==> config.mk <==
export PLATFORM = sky130hd
export DESIGN_NAME = flash_cmd_decoder
export DESIGN_NICKNAME = d
export VERILOG_FILES = /design/src/rtl/fcd_pkg.sv /design/src/rtl/fcd_seq.sv /design/src/rtl/fcd_ctrl.sv /design/src/rtl/fcd_rdmux.sv /design/src/rtl/flash_cmd_decoder.sv
export SDC_FILE = /design/constraint.sdc
export NUM_CORES = 1
export LEC_CHECK = 0
export ABC_AREA = 1
export BUFFER_PORTS_ARGS = -buffer_cell sky130_fd_sc_hd__buf_2
export CORE_AREA = 2 2 88 90
export CTS_BUF_LIST = sky130_fd_sc_hd__clkbuf_2 sky130_fd_sc_hd__clkbuf_4 sky130_fd_sc_hd__clkbuf_8
export DETAILED_ROUTE_END_ITERATION = 8
export DIE_AREA = 0 0 90 92
export PLACE_DENSITY_LB_ADDON = 0.1
export SKIP_CTS_REPAIR_TIMING = 1
export SYNTH_ARGS = -nofsm -noshare
export SYNTH_HDL_FRONTEND = slang
export SYNTH_SLANG_ARGS = --single-unit
==> constraint.sdc <==
create_clock -name clk -period 4.29 [get_ports clk]
set_input_delay 0.6435 -clock clk [delete_from_list [all_inputs] [get_ports clk]]
set_output_delay 0.6435 -clock clk [all_outputs]
set_load 0.05 [all_outputs]
==> src/rtl/fcd_pkg.sv <==
`timescale 1ns/1ps
package fcd_pkg;
  typedef enum logic [2:0] {
    MD_READ  = 3'd0,
    MD_IDENT = 3'd1,
    MD_PROG  = 3'd2,
    MD_ERASE = 3'd3,
    MD_SUSP  = 3'd4
  } fmode_t;

  typedef enum logic [2:0] {
    OP_NONE   = 3'd0,
    OP_PROG   = 3'd1,
    OP_CHIP   = 3'd2,
    OP_SECT   = 3'd3,
    OP_SUSP   = 3'd4,
    OP_RESUME = 3'd5,
    OP_IDENT  = 3'd6,
    OP_RESET  = 3'd7
  } fop_t;

  typedef enum logic [2:0] {
    ST_IDLE, ST_U1, ST_U2, ST_DATA, ST_E1, ST_E2, ST_E3
  } step_t;

  localparam logic [7:0] KEY_A     = 8'hAA;
  localparam logic [7:0] KEY_B     = 8'h55;
  localparam logic [7:0] CMD_PROG  = 8'hA0;
  localparam logic [7:0] CMD_ERASE = 8'h80;
  localparam logic [7:0] CMD_IDENT = 8'h90;
  localparam logic [7:0] CMD_RST   = 8'hF0;
  localparam logic [7:0] CMD_CHIP  = 8'h10;
  localparam logic [7:0] CMD_SECT  = 8'h30;
  localparam logic [7:0] CMD_SUSP  = 8'hB0;
endpackage

==> src/rtl/fcd_seq.sv <==
`timescale 1ns/1ps
module fcd_seq
  import fcd_pkg::*;
#(
  parameter int ADDR_W = 20
) (
  input  logic              clk,
  input  logic              rst_n,
  input  logic              en,
  input  logic              wr_en,
  input  logic [ADDR_W-1:0] wr_addr,
  input  logic [7:0]        wr_data,
  input  logic              byte_mode,
  output logic              hit_prog,
  output logic              hit_chip,
  output logic              hit_sect,
  output logic              hit_ident,
  output logic              hit_reset,
  output logic              abort
);
  localparam int KEY_W = 12;

  step_t             step_q, step_d;
  logic [KEY_W-1:0]  key_addr, ua1, ua2;
  logic              at_ua1, at_ua2, act;

  assign key_addr = wr_addr[KEY_W-1:0];
  assign ua1      = byte_mode ? 12'hAAA : 12'h555;
  assign ua2      = byte_mode ? 12'h555 : 12'h2AA;
  assign at_ua1   = (key_addr == ua1);
  assign at_ua2   = (key_addr == ua2);
  assign act      = en & wr_en;

  always_comb begin
    step_d    = step_q;
    hit_prog  = 1'b0;
    hit_chip  = 1'b0;
    hit_sect  = 1'b0;
    hit_ident = 1'b0;
    hit_reset = 1'b0;
    abort     = 1'b0;
    if (act) begin
      step_d = ST_IDLE;
      if (step_q != ST_DATA && wr_data == CMD_RST) begin
        hit_reset = 1'b1;
      end else begin
        unique case (step_q)
          ST_IDLE: if (at_ua1 && wr_data == KEY_A) step_d = ST_U1; else abort = 1'b1;
          ST_U1:   if (at_ua2 && wr_data == KEY_B) step_d = ST_U2; else abort = 1'b1;
          ST_U2: begin
            if (at_ua1 && wr_data == CMD_PROG)       step_d = ST_DATA;
            else if (at_ua1 && wr_data == CMD_ERASE) step_d = ST_E1;
            else if (at_ua1 && wr_data == CMD_IDENT) hit_ident = 1'b1;
            else                                     abort = 1'b1;
          end
          ST_DATA: hit_prog = 1'b1;
          ST_E1:   if (at_ua1 && wr_data == KEY_A) step_d = ST_E2; else abort = 1'b1;
          ST_E2:   if (at_ua2 && wr_data == KEY_B) step_d = ST_E3; else abort = 1'b1;
          ST_E3: begin
            if (at_ua1 && wr_data == CMD_CHIP) hit_chip = 1'b1;
            else if (wr_data == CMD_SECT)      hit_sect = 1'b1;
            else                               abort = 1'b1;
          end
          default: abort = 1'b1;
        endcase
      end
    end
  end

  always_ff @(posedge clk or negedge rst_n) begin
    if (!rst_n)   step_q <= ST_IDLE;
    else if (act) step_q <= step_d;
  end
endmodule

==> src/rtl/fcd_ctrl.sv <==
`timescale 1ns/1ps
module fcd_ctrl
  import fcd_pkg::*;
#(
  parameter int ADDR_W = 20,
  parameter int GAP_W  = 12
) (
  input  logic              clk,
  input  logic              rst_n,
  input  logic              wr_en,
  input  logic [ADDR_W-1:0] wr_addr,
  input  logic [7:0]        wr_data,
  input  logic              eng_busy,
  input  logic [GAP_W-1:0]  resume_gap,
  input  logic              hit_prog,
  input  logic              hit_chip,
  input  logic              hit_sect,
  input  logic              hit_ident,
  input  logic              hit_reset,
  input  logic              abort,
  output logic              seq_en,
  output fmode_t            mode_q,
  output logic              req_valid,
  output fop_t              req_op,
  output logic [ADDR_W-1:0] req_addr,
  output logic [7:0]        req_data
);
  fmode_t           mode_d;
  fop_t             op_d;
  logic             seen_q, seen_d, win_q, win_d;
  logic [GAP_W-1:0] gap_q, gap_d;

  assign seq_en = (mode_q == MD_READ) || (mode_q == MD_IDENT);

  always_comb begin
    mode_d = mode_q;
    op_d   = OP_NONE;
    seen_d = seen_q | eng_busy;
    win_d  = win_q & ~eng_busy;
    gap_d  = (gap_q != '0) ? gap_q - 1'b1 : gap_q;
    unique case (mode_q)
      MD_READ, MD_IDENT: begin
        if (hit_reset) begin
          op_d = OP_RESET; mode_d = MD_READ;
        end else if (abort) begin
          mode_d = MD_READ;
        end else if (hit_ident) begin
          op_d = OP_IDENT; mode_d = MD_IDENT;
        end else if (hit_prog) begin
          op_d = OP_PROG; mode_d = MD_PROG; seen_d = 1'b0;
        end else if (hit_chip) begin
          op_d = OP_CHIP; mode_d = MD_ERASE; seen_d = 1'b0; win_d = 1'b0;
        end else if (hit_sect) begin
          op_d = OP_SECT; mode_d = MD_ERASE; seen_d = 1'b0; win_d = 1'b1;
        end
      end
      MD_PROG: if (seen_q && !eng_busy) mode_d = MD_READ;
      MD_ERASE: begin
        if (seen_q && !eng_busy) begin
          mode_d = MD_READ;
        end else if (wr_en && eng_busy && wr_data == CMD_SUSP && gap_q == '0) begin
          op_d = OP_SUSP; mode_d = MD_SUSP; win_d = 1'b0;
        end else if (wr_en && win_q && !eng_busy && wr_data == CMD_SECT) begin
          op_d = OP_SECT;
        end
      end
      MD_SUSP: begin
        if (wr_en && wr_data == CMD_SECT) begin
          op_d = OP_RESUME; mode_d = MD_ERASE; seen_d = 1'b0; win_d = 1'b0;
          gap_d = resume_gap;
        end
      end
      default: mode_d = MD_READ;
    endcase
  end

  always_ff @(posedge clk or negedge rst_n) begin
    if (!rst_n) begin
      mode_q    <= MD_READ;
      seen_q    <= 1'b0;
      win_q     <= 1'b0;
      gap_q     <= '0;
      req_valid <= 1'b0;
      req_op    <= OP_NONE;
    end else begin
      mode_q    <= mode_d;
      seen_q    <= seen_d;
      win_q     <= win_d;
      gap_q     <= gap_d;
      req_valid <= (op_d != OP_NONE);
      req_op    <= op_d;
    end
  end

  always_ff @(posedge clk or negedge rst_n) begin
    if (!rst_n) begin
      req_addr <= '0;
      req_data <= '0;
    end else if (op_d != OP_NONE) begin
      req_addr <= wr_addr;
      req_data <= wr_data;
    end
  end
endmodule

==> src/rtl/fcd_rdmux.sv <==
`timescale 1ns/1ps
module fcd_rdmux
  import fcd_pkg::*;
#(
  parameter logic [7:0]  MFG_ID = 8'hC2,
  parameter logic [15:0] DEV_ID = 16'h22DA
) (
  input  fmode_t      mode,
  input  logic        byte_mode,
  input  logic [2:0]  rd_lo,
  input  logic [15:0] arr_rdata,
  input  logic        prog_b7,
  output logic [15:0] rd_data
);
  logic [1:0]  id_off;
  logic [15:0] id_word;

  assign id_off = byte_mode ? rd_lo[2:1] : rd_lo[1:0];

  always_comb begin
    unique case (id_off)
      2'd0:    id_word = {8'h00, MFG_ID};
      2'd1:    id_word = byte_mode ? {8'h00, DEV_ID[7:0]} : DEV_ID;
      default: id_word = 16'h0000;
    endcase
  end

  always_comb begin
    unique case (mode)
      MD_IDENT: rd_data = id_word;
      MD_PROG:  rd_data = {8'h00, ~prog_b7, 7'b0};
      MD_ERASE: rd_data = 16'h0000;
      default:  rd_data = byte_mode ? {8'h00, arr_rdata[7:0]} : arr_rdata;
    endcase
  end
endmodule

==> src/rtl/flash_cmd_decoder.sv <==
`timescale 1ns/1ps
module flash_cmd_decoder
  import fcd_pkg::*;
#(
  parameter int          ADDR_W = 20,
  parameter int          GAP_W  = 12,
  parameter logic [7:0]  MFG_ID = 8'hC2,
  parameter logic [15:0] DEV_ID = 16'h22DA
) (
  input  logic              clk,
  input  logic              rst_n,
  input  logic              byte_mode,
  input  logic              wr_en,
  input  logic [ADDR_W-1:0] wr_addr,
  input  logic [7:0]        wr_data,
  input  logic [ADDR_W-1:0] rd_addr,
  input  logic [15:0]       arr_rdata,
  output logic [15:0]       rd_data,
  input  logic              eng_busy,
  input  logic [GAP_W-1:0]  resume_gap,
  output logic              req_valid,
  output logic [2:0]        req_op,
  output logic [ADDR_W-1:0] req_addr,
  output logic [7:0]        req_data,
  output logic [2:0]        mode
);
  logic   seq_en, hit_prog, hit_chip, hit_sect, hit_ident, hit_reset, abort;
  fmode_t mode_q;
  fop_t   op_q;

  fcd_seq #(.ADDR_W(ADDR_W)) u_seq (
    .clk(clk), .rst_n(rst_n), .en(seq_en), .wr_en(wr_en), .wr_addr(wr_addr),
    .wr_data(wr_data), .byte_mode(byte_mode), .hit_prog(hit_prog),
    .hit_chip(hit_chip), .hit_sect(hit_sect), .hit_ident(hit_ident),
    .hit_reset(hit_reset), .abort(abort)
  );

  fcd_ctrl #(.ADDR_W(ADDR_W), .GAP_W(GAP_W)) u_ctrl (
    .clk(clk), .rst_n(rst_n), .wr_en(wr_en), .wr_addr(wr_addr), .wr_data(wr_data),
    .eng_busy(eng_busy), .resume_gap(resume_gap), .hit_prog(hit_prog),
    .hit_chip(hit_chip), .hit_sect(hit_sect), .hit_ident(hit_ident),
    .hit_reset(hit_reset), .abort(abort), .seq_en(seq_en), .mode_q(mode_q),
    .req_valid(req_valid), .req_op(op_q), .req_addr(req_addr), .req_data(req_data)
  );

  fcd_rdmux #(.MFG_ID(MFG_ID), .DEV_ID(DEV_ID)) u_rdmux (
    .mode(mode_q), .byte_mode(byte_mode), .rd_lo(rd_addr[2:0]),
    .arr_rdata(arr_rdata), .prog_b7(req_data[7]), .rd_data(rd_data)
  );

  assign req_op = op_q;
  assign mode   = mode_q;
endmodule

==> results.txt, run 1 <==
----------------------------------------------------
[Clock tree]
  CTS tree ... yes
  TritonCTS Buffers ... 5
  Deepest level of the CTS H-tree ... 2
  Clock root buffer master ... clkbuf_8
  Maximum root-to-sink buffer count ... 2
  Skew-Pair Late Insertion Delay ... ~0.32 ns
  Clock transition at the register clock pins on the worst setup and hold paths after CTS ... approximately 0.11 ns
  Clock sinks ... between 50 and 60

[Worst setup path]
  Category of the critical setup timing path ... in2reg
  CP Buf/Inv Count ... 3
  Cell at the slowest stage of the critical path ... nand3_2
  Reg-to-reg endpoint ... u_ctrl.req_addr[8]
  Reg2Reg Setup Slack ... 1.60 ns
  Req. time, crit path ... 4.54 ns
  Element type at the critical path end ... register
  Kind of cell adding the most delay to the critical path ... simple AND/OR/NAND/NOR gates
  Cell-by-cell trace of the critical path ... buf_2 -> inv_4 -> nand2_1 -> o21ai_0 -> nand2_1 -> nor2_2 -> nand4_1 -> o21ai_1 -> nor3_4 -> buf_4 -> nand3_2 -> nand2_1 -> nand2_1
  Delay contributed by the slowest stage of the critical path ... approximately 0.44 ns
  Nature of the critical path startpoint ... input pin
  Number of cells on the worst reg-to-reg path ... 13
  Cell type with the highest occurrence count on the critical path ... nand2_1
  Arr. time, crit path ... roughly 3.2 ns
  Critical register-to-register path startpoint ... u_ctrl.gap_q[0]
  Total number of cells along the worst setup path ... 13
  Worst-path fanout max ... 29

[Timing]
  Actual slew at the worst max-slew pin ... 0.648 ns
  Count of final setup violators ... 0
  Max Transition Viols Final ... 0
  Worst rel slew slack ... 0.568
  Sum Neg Setup Slack ... 0 ns
  Clock period minus worst slack ... between 2 and 3 ns
  Part of the cycle the worst path needs ... 0.681
  Top achievable clock speed ... 342 MHz
  Hold Vio Cnt, Final ... 0
  Hold_ws ... ~0.44 ns
  RSZ-0062 raised after global routing ... no
  Layout Skew ... approximately 0.013 ns

[Pwr]
  Internal power ... between 1 and 1.5 mW
  Power per unit of standard cell area ... 495 nW/um^2
  Net switching share of the total power ... 0.513
  Fraction of power consumed by the clock network ... 0.166
  Worst supply voltage drop on vdd ... between 300 and 400 uV
  Logic pwr share ... 0.521
  Sequential share of power ... 0.313
  Static Leakage ... about 2.5 nW
  Total net switching power ... ~1.1 mW

[Layout]
  Layout Area Growth over Synthesis ... 20.5%
  Most common library cell in the layout ignoring fill and taps ... nand2_1
  Number of fillers in the final layout ... ~760
  Most used cells in the layout excluding fill and tap cells ... nand2_1, buf_2, nor2_1
  Diodes inserted ... 0
  Post-layout net count ... 736
  Share of final-layout standard cells stronger than drive strength 1 ... 0.235

[Synth]
  Syn Inst Count ... 547
  Async SR Flop Fraction ... 1.00
  Ys Warns ... 0
  Share of synthesized area occupied by flip-flops and latches ... 0.364
  Synthesized flop and latch total ... 52
  Distinct cell type count of the synthesized netlist ... 34
  Number of synthesized flops with an enable pin ... 0
  Syn Area/Cell ... ~6.5 sq um
  Cell area after synthesis ... around 3600 sq um
  Net count after synthesis ... ~630
  Predominant post-synthesis flop cell ... dfrtp_1

[Die]
  Num rows ... 32
  Core outline area ... 7450 sq um
  # IOs ... 132
  Die span in y ... a little over 90 um
  Overall die width ... 90 um
  Starting utilization of the core area ... 0.481
  Die area ... approximately 8300 sq um

[GRT]
  Pin count of the biggest net entering global routing ... 53
  Vias in the first global route ... around 3600
  Global-route wire length before repair ... 15.9 mm
  Number of antenna violations at the first check in global routing ... 0
  Total congestion overflow after global routing ... 0
  GR Util All Layers ... 0.229

[Routing]
  First-pass detailed-route iteration total ... 5
  Number of DRC violations after detailed-routing iteration 0 ... roughly 120
  Routed length on met3 ... between 300 and 400 um
  Via total after detailed routing ... 3772
  Detail-routed via count per cell ... roughly 5
  Max layer used ... met4
  Wl on met1 ... between 4 and 5 mm
  Total wirelength of the detailed-routed design ... 9.40 mm
  DRC violations left ... 0
  Number of nets with antenna violations after routing ... 0
  Met2 routed WL ... slightly below 5 mm
  WL per Instance ... approximately 12 um

[Worst hold path]
  Worst hold path class ... in2async

[Run status]
  Status ... finished clean

[Job]
  Max-cap violations ... 0

[Placement]
  Count of input and output buffers ... between 100 and 150
  Detailed placer's ending HPWL ... ~7.1 mm
  Global placer's final weighted congestion ... between 0.9 and 1

----------------------------------------------------
worst max-delay path by stage:
stage,start,endpoint,slack (ns)
after floorplan,byte_mode,rd_data[10],1.68
after global placement,byte_mode,u_ctrl.req_addr[8],1.06
after detailed placement,byte_mode,u_ctrl.req_data[3],1.04
after CTS,byte_mode,u_ctrl.req_data[3],1.36
after global routing,byte_mode,u_ctrl.req_addr[8],1.08
final,byte_mode,u_ctrl.req_addr[8],1.37
synth_stat cells (4+ instances only):
cell type  number  share of area
inv_2           5         0.0052
nand4_1        39          0.068
nor2_1         78          0.082
dfrtp_1        52           0.36
a21oi_1         9          0.013
nand3_1        22          0.031
nand3_2         4          0.011
xor2_1          6          0.015
nand2_2         4         0.0070
buf_2           7         0.0098
inv_1          60          0.063
nor2_2          7          0.012
o21ai_0        24          0.034
nor3_1          8          0.011
nor3_2          4          0.011
buf_6           4          0.013
buf_4           4         0.0084
nand2_1       185           0.19
area by class of cell:
type / instances / area (sq um) / share of cell area
sequential: 52 / 1300 / 0.302
tap: 102 / 128 / 0.0296
multi-input combinational: 410 / 1910 / 0.444
clock buffer: 5 / 68.8 / 0.0160
inverter: 67 / 254 / 0.0589
clock inverter: 3 / 46.3 / 0.0107
timing repair buffer: 118 / 601 / 0.139
per-stage QoR:
step                total power [mW]  utilization  area [sq um]  instances  setup slack (ns)
floorplan                       1.52            -          3580        547              1.68
global placement                1.77        0.564          4200        749              1.06
detailed placement              1.79        0.564          4200        749              1.04
CTS                             2.15        0.579          4310        757              1.36
global route                    2.28        0.579          4310        757              1.08
finish                          2.13        0.579          4310        757              1.37
power groups by stage:
stage | combinational (mW) | clock (mW) | sequential (mW)
global route | 1.21 | 0.383 | 0.684
CTS | 1.11 | 0.365 | 0.667
finish | 1.11 | 0.355 | 0.667
global placement | 1.10 | 0 | 0.673
detailed placement | 1.11 | 0 | 0.678
floorplan | 0.591 | 0 | 0.932
per-layer routing:
layer | GRT usage | vias to the layer above
li1 | - | 1951
met1 | 0.279 | 1723
met2 | 0.417 | 88
met3 | 0.0403 | 10
met4 | 0.0577 | 0
met5 | 0 | -
sequential cells by signal, indices dropped and copies added (netlist names):
signal and count:
u_ctrl.req_op 3, u_ctrl.gap_q 12, u_ctrl.req_addr 20, u_ctrl.mode_q 3, u_seq.step_q 3, u_ctrl.win_q 1, u_ctrl.seen_q 1, u_ctrl.req_data 8
u_ctrl.req_valid 1
kinds of logic after synthesis:
group	count (synthesis)	synth area share
flops	52	0.364
compound gates	42	0.0626
xor+xnor	7	0.0171
fa+ha+maj	1	0.00350
buf+inv	85	0.105
simple gates	360	0.448
No activity file was read; power rests on OpenSTA's default activity.
==> run 2, diff against run 1 <==
CORE_AREA = 2 2 91 93   (was 2 2 88 90)
DIE_AREA = 0 0 93 95   (was 0 0 90 92)
clock period = 2.55 ns   (was 4.29 ns; I/O delays follow)
==> run 2 against run 1 <==
Effect of this change: sequential share of layout area is 0.52 points lower; critical path type is now reg2out; worst hold slack worse by 0.17 ns; power increased by 64%.
==> results.txt, run 2 (synthesis results as in run 1) <==
----------------------------------------------------
[Run status]
  Status ... finished clean

[Die]
  # IOs ... 132 (unchanged)
  Die span in y ... 95 um (+3.3%)
  Die area ... 8840 sq um (+6.7%)
  Core outline area ... 7930 sq um (+6.5%)
  Starting utilization of the core area ... 0.451 (-0.0291)
  Overall die width ... 93 um (+3.3%)
  Num rows ... 33 (+3.1%)

[Pwr]
  Final Power ... 3.50 mW (+64%)
  Logic pwr share ... 0.535 (+0.014)
  Net switching share of the total power ... 0.521 (+0.00753)
  Power per unit of standard cell area ... 798 nW/um^2 (+61%)
  Fraction of power consumed by the clock network ... 0.143 (-0.023)
  Static Leakage ... 2.54 nW (+1.5%)
  Worst supply voltage drop on vdd ... 379 uV (+23%)
  Sequential share of power ... 0.322 (+0.009)
  Internal power ... 1.68 mW (+61%)
  Total net switching power ... 1.82 mW (+66%)

[Timing]
  Top achievable clock speed ... ~440 MHz
  Count of final setup violators ... 0 (unchanged)
  Actual slew at the worst max-slew pin ... 0.500 ns (-0.147 ns)
  Hold Vio Cnt, Final ... 0 (unchanged)
  Sum Neg Setup Slack ... 0 ns (unchanged)
  Layout Skew ... 0.0120 ns (-0.00115 ns)
  Worst rel slew slack ... 0.664 (+0.0955)
  Max Transition Viols Final ... 0 (unchanged)
  Worst Setup Slack, final ... 0.268 ns (-1.10 ns)
  RSZ-0062 raised after global routing ... no
  Part of the cycle the worst path needs ... 0.895
  Clock period minus worst slack ... 2.28 ns

[Clock tree]
  Clock root buffer master ... clkbuf_8
  Clock sinks ... 52 (unchanged)
  TritonCTS Buffers ... 5 (unchanged)
  Clock transition at the register clock pins on the worst setup and hold paths after CTS ... 0.10 ns (about the same)
  Skew-Pair Late Insertion Delay ... 0.31 ns (about the same)
  Deepest level of the CTS H-tree ... 2 (unchanged)
  Maximum root-to-sink buffer count ... 2 (unchanged)
  CTS tree ... yes

[Routing]
  Number of nets with antenna violations after routing ... 0 (unchanged)
  Wl on met1 ... 4.42 mm (+6.9%)
  DRC violations left ... 0 (unchanged)
  Number of DRC violations after detailed-routing iteration 0 ... 148 (+28%)
  WL per Instance ... 12.6 um (+1.1%)
  Met2 routed WL ... 4.56 mm (-5.0%)
  Max layer used ... met4
  Detail-routed via count per cell ... 5.06 (+1.6%)
  Via total after detailed routing ... 3884 (+3.0%)
  Routed length on met3 ... 570 um (+46%)
  First-pass detailed-route iteration total ... 5 (unchanged)
  Total wirelength of the detailed-routed design ... 9.64 mm (+2.5%)

[Worst hold path]
  Cell count of the worst hold path ... 3
  Worst hold path class ... in2reg

[Placement]
  Count of input and output buffers ... 114 (unchanged)
  Post-Place Worst Slack ... 0.223 ns (-0.817 ns)
  Detailed placer's ending HPWL ... 7.45 mm (+5.4%)
  Dpl cells ... 758 (+1.2%)
  Global placer's final weighted congestion ... 0.874 (-3.8%)

[Layout]
  Largest reg by FF count ... u_ctrl.req_addr
  Most common library cell in the layout ignoring fill and taps ... nand2_1
  Biggest regs ... u_ctrl.req_addr: 20 flops, u_ctrl.gap_q: 12 flops, u_ctrl.req_data: 8 flops
  Flip-flop count of the largest register, all copies and words added ... 20 (unchanged)
  Layout Area Growth over Synthesis ... 22.7%
  Final cell count without fillers ... 767 (+1.3%)
  Post-layout net count ... 743 (+0.95%)
  Number of fillers in the final layout ... 829 (+8.7%)
  Share of the core filled with cells in the final layout ... 0.554 (-0.0255)
  Most used cells in the layout excluding fill and tap cells ... nand2_1, buf_2, nor2_1
  Share of final-layout standard cells stronger than drive strength 1 ... 0.246 (+0.0111)
  Diodes inserted ... 0 (unchanged)

[Worst setup path]
  Cell-by-cell trace of the critical path ... nor2_1 -> inv_1 -> nand2_1 -> clkinv_1 -> nor2_1 -> buf_2
  Req. time, crit path ... 2.17 ns (-2.37 ns)
  Arr. time, crit path ... 1.90 ns (-1.27 ns)
  Nature of the critical path startpoint ... register
  Category of the critical setup timing path ... reg2out
  Worst-path fanout max ... 9 (-69%)
  Delay contributed by the slowest stage of the critical path ... 0.44 ns (about the same)
  Cell type with the highest occurrence count on the critical path ... nor2_1
  Cell at the slowest stage of the critical path ... dfrtp_1
  Number of cells on the worst reg-to-reg path ... 16 (+3)
  Element type at the critical path end ... primary output

[GRT]
  GR Util All Layers ... 0.216 (-0.0124)
  Pin count of the biggest net entering global routing ... 30 (-43%)
  Total congestion overflow after global routing ... 0 (unchanged)
  Vias in the first global route ... 3289 (-8.5%)
  Global-route wire length before repair ... 15.4 mm (-3.1%)
  Number of antenna violations at the first check in global routing ... 0 (unchanged)

[Job]
  Max-cap violations ... 0 (unchanged)

----------------------------------------------------
==> run 2: per-layer routing <==
metal | vias to the layer above | track usage
li1 | 1972 | -
met1 | 1776 | 0.314
met2 | 130 | 0.340
met3 | 6 | 0.0327
met4 | 0 | 0.0515
met5 | - | 0
==> run 2: area by class of cell <==
type,count,area (sq um),area share
multi-input combinational,410,1920,0.438
sequential,52,1300,0.296
timing repair buffer,125,681,0.155
inverter,67,254,0.0579
tap,105,131,0.0299
clock buffer,6,82.6,0.0188
clock inverter,2,15.0,0.00342
==> run 2: critical path, delay by kind of cell, from the launching register on <==
family | cells | cell delay, ns
buffers and inverters | 3 | 0.61
and+or+nand+nor | 3 | 0.54
DFF | 1 | 0.44
==> run 2: worst paths after layout <==
check | startpoint | end | slack, ns
setup / recovery | u_ctrl.mode_q[1] | rd_data[8] | 0.27
hold / removal | wr_addr[18] | u_ctrl.req_addr[18] | 0.27
setup reg to reg | u_ctrl.gap_q[0] | u_ctrl.req_data[1] | 0.31
hold reg to reg | u_ctrl.seen_q | u_ctrl.seen_q | 0.51
max in group asynchronous | rst_n | u_ctrl.mode_q[2] | 1.55
min in group asynchronous | rst_n | u_ctrl.req_addr[3] | 0.44
==> run 2: per-stage QoR <==
| step | hold slack, ns | instance area (sq um) |
|---|---|---|
| after global placement | 0.249 | 4270 |
| after floorplan | 0.0869 | 3580 |
| after detailed placement | 0.250 | 4270 |
| final | 0.267 | 4390 |
| after global routing | 0.256 | 4390 |
| after CTS | -0.0936 | 4370 |
==> run 2: power groups by stage <==
stage	logic (mW)	clock network, mW	registers (mW)
floorplan	0.995	0	1.57
global placement	1.85	0	1.14
detailed placement	1.88	0	1.14
CTS	1.88	0.515	1.13
global route	2.05	0.552	1.15
finish	1.87	0.500	1.13
